**src/rtl/ipt_pkg.sv**
```systemverilog
package ipt_pkg;

    parameter int NUM_VEC   = 256;
    parameter int GRP_BITS  = 8;
    parameter int WORD_BITS = 32;

    localparam int VEC_W     = $clog2(NUM_VEC);
    localparam int NUM_WORDS = NUM_VEC / WORD_BITS;
    localparam int SEL_W     = (NUM_WORDS > 1) ? $clog2(NUM_WORDS) : 1;

    typedef logic [VEC_W-1:0]   vec_t;
    typedef logic [NUM_VEC-1:0] vec_map_t;

    typedef struct packed {
        logic valid;
        vec_t vec;
    } vec_op_t;

    typedef struct packed {
        logic any;
        vec_t idx;
    } top_t;

    // enable word that contains a vector
    function automatic int word_of(input int v);
        return v / WORD_BITS;
    endfunction

    // bit position of a vector inside its enable word
    function automatic int lane_of(input int v);
        return v % WORD_BITS;
    endfunction

endpackage

```
**src/rtl/ipt_prio_enc.sv**
```systemverilog
module ipt_prio_enc #(
    parameter int N = 256,
    parameter int G = 8,
    localparam int IW  = $clog2(N),
    localparam int GW  = $clog2(G),
    localparam int NG  = N / G,
    localparam int NGW = $clog2(NG)
) (
    input  logic [N-1:0]  bits,
    output logic          any,
    output logic [IW-1:0] idx
);

    logic [NG-1:0]    grp_any;
    logic [NG*GW-1:0] grp_idx;
    logic [NGW-1:0]   grp_sel;

    // first level: highest set bit inside each group
    for (genvar g = 0; g < NG; g++) begin : g_grp
        logic [GW-1:0] loc;
        always_comb begin
            loc = '0;
            for (int b = 0; b < G; b++) begin
                if (bits[g*G + b]) loc = GW'(b);
            end
        end
        assign grp_any[g]            = |bits[g*G +: G];
        assign grp_idx[g*GW +: GW]   = loc;
    end

    // second level: highest group with any bit set
    always_comb begin
        grp_sel = '0;
        any     = 1'b0;
        for (int g = 0; g < NG; g++) begin
            if (grp_any[g]) begin
                grp_sel = NGW'(g);
                any     = 1'b1;
            end
        end
    end

    assign idx = any ? {grp_sel, grp_idx[grp_sel*GW +: GW]} : '0;

endmodule

```
**src/rtl/ipt_arrays.sv**
```systemverilog
module ipt_arrays
    import ipt_pkg::*;
#(
    parameter int N  = NUM_VEC,
    parameter int WB = WORD_BITS,
    localparam int VW = $clog2(N),
    localparam int NW = N / WB,
    localparam int SW = (NW > 1) ? $clog2(NW) : 1
) (
    input  logic          clk,
    input  logic          rst,
    input  logic          raise_valid,
    input  logic [VW-1:0] raise_vec,
    input  logic          ack_valid,
    input  logic [VW-1:0] ack_vec,
    input  logic [N-1:0]  eoi_clr,
    input  logic          en_wr,
    input  logic [SW-1:0] en_sel,
    input  logic [WB-1:0] en_data,
    output logic [N-1:0]  req_q,
    output logic [N-1:0]  svc_q,
    output logic [N-1:0]  en_q
);

    for (genvar v = 0; v < N; v++) begin : g_slot
        localparam int WORD = v / WB;
        localparam int LANE = v % WB;

        logic r_bit, s_bit, e_bit;
        logic raise_hit, ack_hit, en_hit;

        assign raise_hit = raise_valid && (raise_vec == VW'(v));
        assign ack_hit   = ack_valid   && (ack_vec   == VW'(v));
        assign en_hit    = en_wr       && (en_sel    == SW'(WORD));

        always_ff @(posedge clk) begin
            if (rst) begin
                r_bit <= 1'b0;
                s_bit <= 1'b0;
                e_bit <= 1'b1;
            end else begin
                // acknowledge first, then an enabled raise re-sets
                if (raise_hit && e_bit)  r_bit <= 1'b1;
                else if (ack_hit)        r_bit <= 1'b0;
                // end-of-interrupt first, then acknowledge sets
                if (ack_hit)             s_bit <= 1'b1;
                else if (eoi_clr[v])     s_bit <= 1'b0;
                if (en_hit)              e_bit <= en_data[LANE];
            end
        end

        assign req_q[v] = r_bit;
        assign svc_q[v] = s_bit;
        assign en_q[v]  = e_bit;
    end

endmodule

```
**src/rtl/intr_prio_tracker.sv**
```systemverilog
module intr_prio_tracker
    import ipt_pkg::*;
(
    input  logic        clk,
    input  logic        rst,
    input  logic        raise_valid,
    input  logic [7:0]  raise_vec,
    input  logic        ack_valid,
    input  logic [7:0]  ack_vec,
    input  logic        eoi,
    input  logic        en_wr,
    input  logic [2:0]  en_sel,
    input  logic [31:0] en_data,
    output logic        pend_o,
    output logic        req_any_o,
    output logic [7:0]  req_top_o,
    output logic        svc_any_o,
    output logic [7:0]  svc_top_o
);

    vec_map_t req_q, svc_q, en_q, eoi_clr;
    top_t     req_top, svc_top;
    vec_op_t  raise_op, ack_op;

    assign raise_op = '{valid: raise_valid, vec: raise_vec};
    assign ack_op   = '{valid: ack_valid,   vec: ack_vec};

    ipt_arrays #(.N(NUM_VEC), .WB(WORD_BITS)) u_arr (
        .clk         (clk),
        .rst         (rst),
        .raise_valid (raise_op.valid),
        .raise_vec   (raise_op.vec),
        .ack_valid   (ack_op.valid),
        .ack_vec     (ack_op.vec),
        .eoi_clr     (eoi_clr),
        .en_wr       (en_wr),
        .en_sel      (en_sel),
        .en_data     (en_data),
        .req_q       (req_q),
        .svc_q       (svc_q),
        .en_q        (en_q)
    );

    ipt_prio_enc #(.N(NUM_VEC), .G(GRP_BITS)) u_req_enc (
        .bits (req_q),
        .any  (req_top.any),
        .idx  (req_top.idx)
    );

    ipt_prio_enc #(.N(NUM_VEC), .G(GRP_BITS)) u_svc_enc (
        .bits (svc_q),
        .any  (svc_top.any),
        .idx  (svc_top.idx)
    );

    // one-hot retire mask for the highest in-service vector
    for (genvar v = 0; v < NUM_VEC; v++) begin : g_eoi
        assign eoi_clr[v] = eoi && svc_top.any && (svc_top.idx == VEC_W'(v));
    end

    assign pend_o    = req_top.any && (!svc_top.any || (req_top.idx > svc_top.idx));
    assign req_any_o = req_top.any;
    assign req_top_o = req_top.idx;
    assign svc_any_o = svc_top.any;
    assign svc_top_o = svc_top.idx;

    // acknowledge lands in the in-service array
    a_r7_ack_sets_svc: assert property (@(posedge clk) disable iff (rst)
        ack_valid |=> svc_q[$past(ack_vec)]);

    // acknowledge clears the request unless re-raised
    a_r7_ack_clears_req: assert property (@(posedge clk) disable iff (rst)
        ack_valid && !(raise_valid && raise_vec == ack_vec) |=> !req_q[$past(ack_vec)]);

    // same-vector raise and acknowledge leave both flags set
    a_r10_raise_after_ack: assert property (@(posedge clk) disable iff (rst)
        ack_valid && raise_valid && raise_vec == ack_vec && en_q[raise_vec]
        |=> req_q[$past(raise_vec)] && svc_q[$past(raise_vec)]);

    // raise of a disabled idle vector is dropped
    a_r2_masked_drop: assert property (@(posedge clk) disable iff (rst)
        raise_valid && !en_q[raise_vec] && !req_q[raise_vec] |=> !req_q[$past(raise_vec)]);

    // end-of-interrupt retires exactly one vector
    a_r8_eoi_one: assert property (@(posedge clk) disable iff (rst)
        eoi && svc_any_o && !ack_valid
        |=> $countones(svc_q) == $countones($past(svc_q)) - 1);

    // end-of-interrupt with nothing in service changes nothing
    a_r8_eoi_empty: assert property (@(posedge clk) disable iff (rst)
        eoi && !svc_any_o && !ack_valid |=> !svc_any_o);

    // reported top request is a set flag
    a_r5_top_is_set: assert property (@(posedge clk) disable iff (rst)
        req_any_o |-> req_q[req_top_o]);

    // never deliverable at or below the in-service level
    a_r6_strict_rank: assert property (@(posedge clk) disable iff (rst)
        pend_o |-> !(svc_any_o && svc_top_o >= req_top_o));

endmodule

```
**config.mk**
```make
export PLATFORM = sky130hd
export DESIGN_NAME = intr_prio_tracker
export DESIGN_NICKNAME = d
export VERILOG_FILES = /design/src/rtl/ipt_pkg.sv /design/src/rtl/ipt_prio_enc.sv /design/src/rtl/ipt_arrays.sv /design/src/rtl/intr_prio_tracker.sv
export SDC_FILE = /design/constraint.sdc
export NUM_CORES = 2
export LEC_CHECK = 0
export ABC_AREA = 1
export BUFFER_PORTS_ARGS = -buffer_cell sky130_fd_sc_hd__buf_2
export CAP_MARGIN = 10
export CORE_MARGIN = 2
export CORE_UTILIZATION = 33
export DETAILED_ROUTE_END_ITERATION = 6
export GPL_ROUTABILITY_DRIVEN = 0
export GPL_TIMING_DRIVEN = 0
export PLACE_DENSITY = 0.55
export SYNTH_ARGS = -nofsm -noshare
export SYNTH_HDL_FRONTEND = slang
export SYNTH_SLANG_ARGS = --single-unit
```
**constraint.sdc**
```tcl
create_clock -name clk -period 5.1 [get_ports clk]
set_input_delay 0.51 -clock clk [delete_from_list [all_inputs] [get_ports clk]]
set_output_delay 0.51 -clock clk [all_outputs]
set_load 0.01 [all_outputs]
```
==> metrics.csv <==
stage;metric;value;unit
final_layout;drive_above_1_share;0.120;
die;dieArea;109000;um2
power;clkPwrFrac;0.364;
critical_path;crit_type;reg -> out;
global_route;grt_pass1_vias;35100;
global_route;overflow;0;
global_route;antenna_found_initial;10;
synthesis;yosysUniqueCellTypes;35;
synthesis;yosys-top-cells-area;dfxtp_1, nand2_1, nand3_1, a21oi_1, nor2_1;
critical_path;cp_max_fo;10;
synthesis;ys_seq_area_frac;0.436;
power;seqPwrFrac;0.363;
clock_network;cts_tree;yes;
power;p_per_area;391;nW/um2
power;total_power;16.9;mW
synthesis;ys.flop_type;dfxtp_1;
placement;io_buffer_count;40;
sta;worst_pin_slew;1530;ps
min_path;hold_depth;4;
die;initial_core_util;0.334;
outcome;violations;DRC, capacitance limit, slew limit, setup timing;
synthesis;yosysTopAreaCell;dfxtp_1;
die;chipHeight;331;um
synthesis;async_flop_share;0;
die;core;106000;um2
power;comb_power_share;0.273;
synthesis;yosys_warnings;0;
critical_path;slowest_stage;nor4_2;
clock_network;hold_buffers;0;
sta;final-setup-viol-count;59;
clock_network;numCtsBuffers;84;
placement;dpl.cell_count;6730;
clock_network;cts.sinks;768;
sta;layout_min_cycle_time;6610;ps
route;drtIter0Drc;7303;
final_layout;final_cells;6970;
critical_path;required;4590;ps
min_path;hold_class;in -> reg;
clock_network;path_clk_slew;60;ps
critical_path;cp_slowest_stage_delay;570;ps
critical_path;ff2ff_path_depth;47;
die;die_w;331;um
placement;dpl_worst_slack;-2160;ps
sta;finalClockSkew;36.2;ps
route;vias_per_cell;5.82;
synthesis;yosys_register_bits;768;
route;drc_errors;32;
placement;hpwl;148;mm
sta;fmax;0.151;GHz
die;rows;119;
synthesis;syn_inst;5292;
route;post_drt_wl_per_cell;27.9;um
final_layout;layout_common_cells;nand2_1, nand3_1, dfxtp_1;
final_layout;stdcell_area;43400;um2
sta;finalHoldViolations;0;
final_layout;final_common_cell;nand2_1;
power;leakage;16.7;nW
power;p_int;11.1;mW
route;ant_nets;0;
critical_path;end_kind;output port;
final_layout;area_growth;23.1;%
synthesis;synth_edf_count;0;
sta;fin_crit_sh;1.30;
global_route;grt_use_total;0.339;
final_layout;layout.nets;5578;
synthesis;syn-num-nets;5357;
sta;timing.hold.ws;281;ps
outcome;outcome;finished, violations left;
power;swShare;0.343;
route;dr.pass1.iters;7;
global_route;grt_max_degree;14;
synthesis;syn_area_per_cell;6.66;um2
synthesis;synth_top_area_frac;0.436;
critical_path;crit_family;simple AND/OR/NAND/NOR gates;
clock_network;cts_root_buf;clkbuf_16;
critical_path;critPathLaunchType;flip-flop;
critical_path;cp.arrival;6100;ps
route;vias;40600;
sta;rsz0062_at_grt;true;
sta;slew_headroom;-0.0262;
critical_path;critPathBufInv;5;
clock_network;cts_buffer_depth;3;
power;p_switching;5.80;mW
power;ir_drop;231;uV
clock_network;htreeDepth;3;
flow_run;cap_violations;1;
critical_path;worstSetupPathDepth;29;
sta;fin_ws;-1510;ps
placement;place_area;37300;um2
synthesis;syn_area;35200;um2
clock_network;clkLatencyLatePin;670;ps
route;drt_wl_total;195;mm
sta;slew_violations;7;
global_route;grt_pass1_wl;261;mm
die;io-pin-count;76;
-- per-layer routing --
layer	share of wire	vias to the layer above	track usage
met2	0.41	3047	0.489
met5	0.000067	-	0.00130
met4	0.080	2	0.219
li1	-	18000	-
met1	0.39	18900	0.450
met3	0.13	670	0.0786
-- sequential cells by signal, indices dropped and copies added, names as in the netlist --
name	flops
u_arr.g_slot.s_bit	256
u_arr.g_slot.r_bit	256
u_arr.g_slot.e_bit	256
-- tightest hold or removal path, cell delays in order --
cell	delay [ps]
buf_2	130
nand2_1	110
nand2_1	70
a21oi_1	50
-- final cells by class --
| class | count | area, um2 |
|---|---|---|
| Fill cell | 11000 | 62200 |
| Multi-Input combinational cell | 3921 | 19100 |
| Sequential cell | 768 | 15400 |
| Clock buffer | 124 | 2500 |
| Buffer | 314 | 1890 |
| Tap cell | 1391 | 1740 |
| Timing Repair Buffer | 136 | 1500 |
| Inverter | 288 | 1090 |
| Clock inverter | 22 | 193 |
| Antenna cell | 6 | 15.0 |
-- final timing paths --
kind | startpoint | slack [ps] | to
worst max-delay path | u_arr.g_slot[95].r_bit | -1510 | pend_o
worst min-delay path | eoi | 280 | u_arr.g_slot[255].s_bit
worst min register to register | u_arr.g_slot[199].s_bit | 460 | u_arr.g_slot[199].s_bit
worst max register to register | u_arr.g_slot[51].s_bit | -70 | u_arr.g_slot[236].s_bit
-- stage by stage --
| step | util | TNS [ps] |
|---|---|---|
| after floorplan | - | 0 |
| after global placement | 0.352 | -222830 |
| after detailed placement | 0.353 | -200940 |
| after CTS | 0.391 | -3450 |
| after global routing | 0.411 | -23860 |
| final | 0.411 | -5920 |
-- Yosys cell counts, drive strengths merged (5+ instances only) --
cell / instances
a21oi: 590
a31oi: 6
buf: 63
clkbuf: 252
dfxtp: 768
ha: 8
inv: 284
nand2: 1625
nand3: 1007
nand4: 12
nor2: 409
nor3: 87
nor4: 57
o211ai: 12
o21ai: 41
o21bai: 41
o31ai: 5
or2: 15
-- what timing repair did --
item / CTS / global route
setup buffers: 41 / 32
cloned: 5 / 13
pin swaps: 49 / 136
gates resized for setup: 213 / 412
endpoints found under the setup margin: 265 / 263
-- power by group through the flow --
stage / sequential (mW) / combinational (mW) / clock [mW]
after global placement: 6.28 / 2.98 / 0
after floorplan: 6.24 / 1.57 / 0
final: 6.16 / 4.62 / 6.17
after global routing: 6.16 / 4.65 / 6.36
after detailed placement: 6.28 / 2.99 / 0
after CTS: 6.15 / 3.55 / 6.12
-- logic make-up (layout without fill, tap and decap cells) --
| kind of cell | Yosys count | after routing | share of synthesized area |
|---|---|---|---|
| other cells | 0 | 6 | 0 |
| fa+ha+maj | 8 | 8 | 0.00284 |
| buf+inv | 603 | 884 | 0.0671 |
| flops | 768 | 768 | 0.436 |
| compound gates | 700 | 700 | 0.105 |
| simple gates | 3213 | 3213 | 0.389 |
No activity file was read; power rests on OpenSTA's default activity.
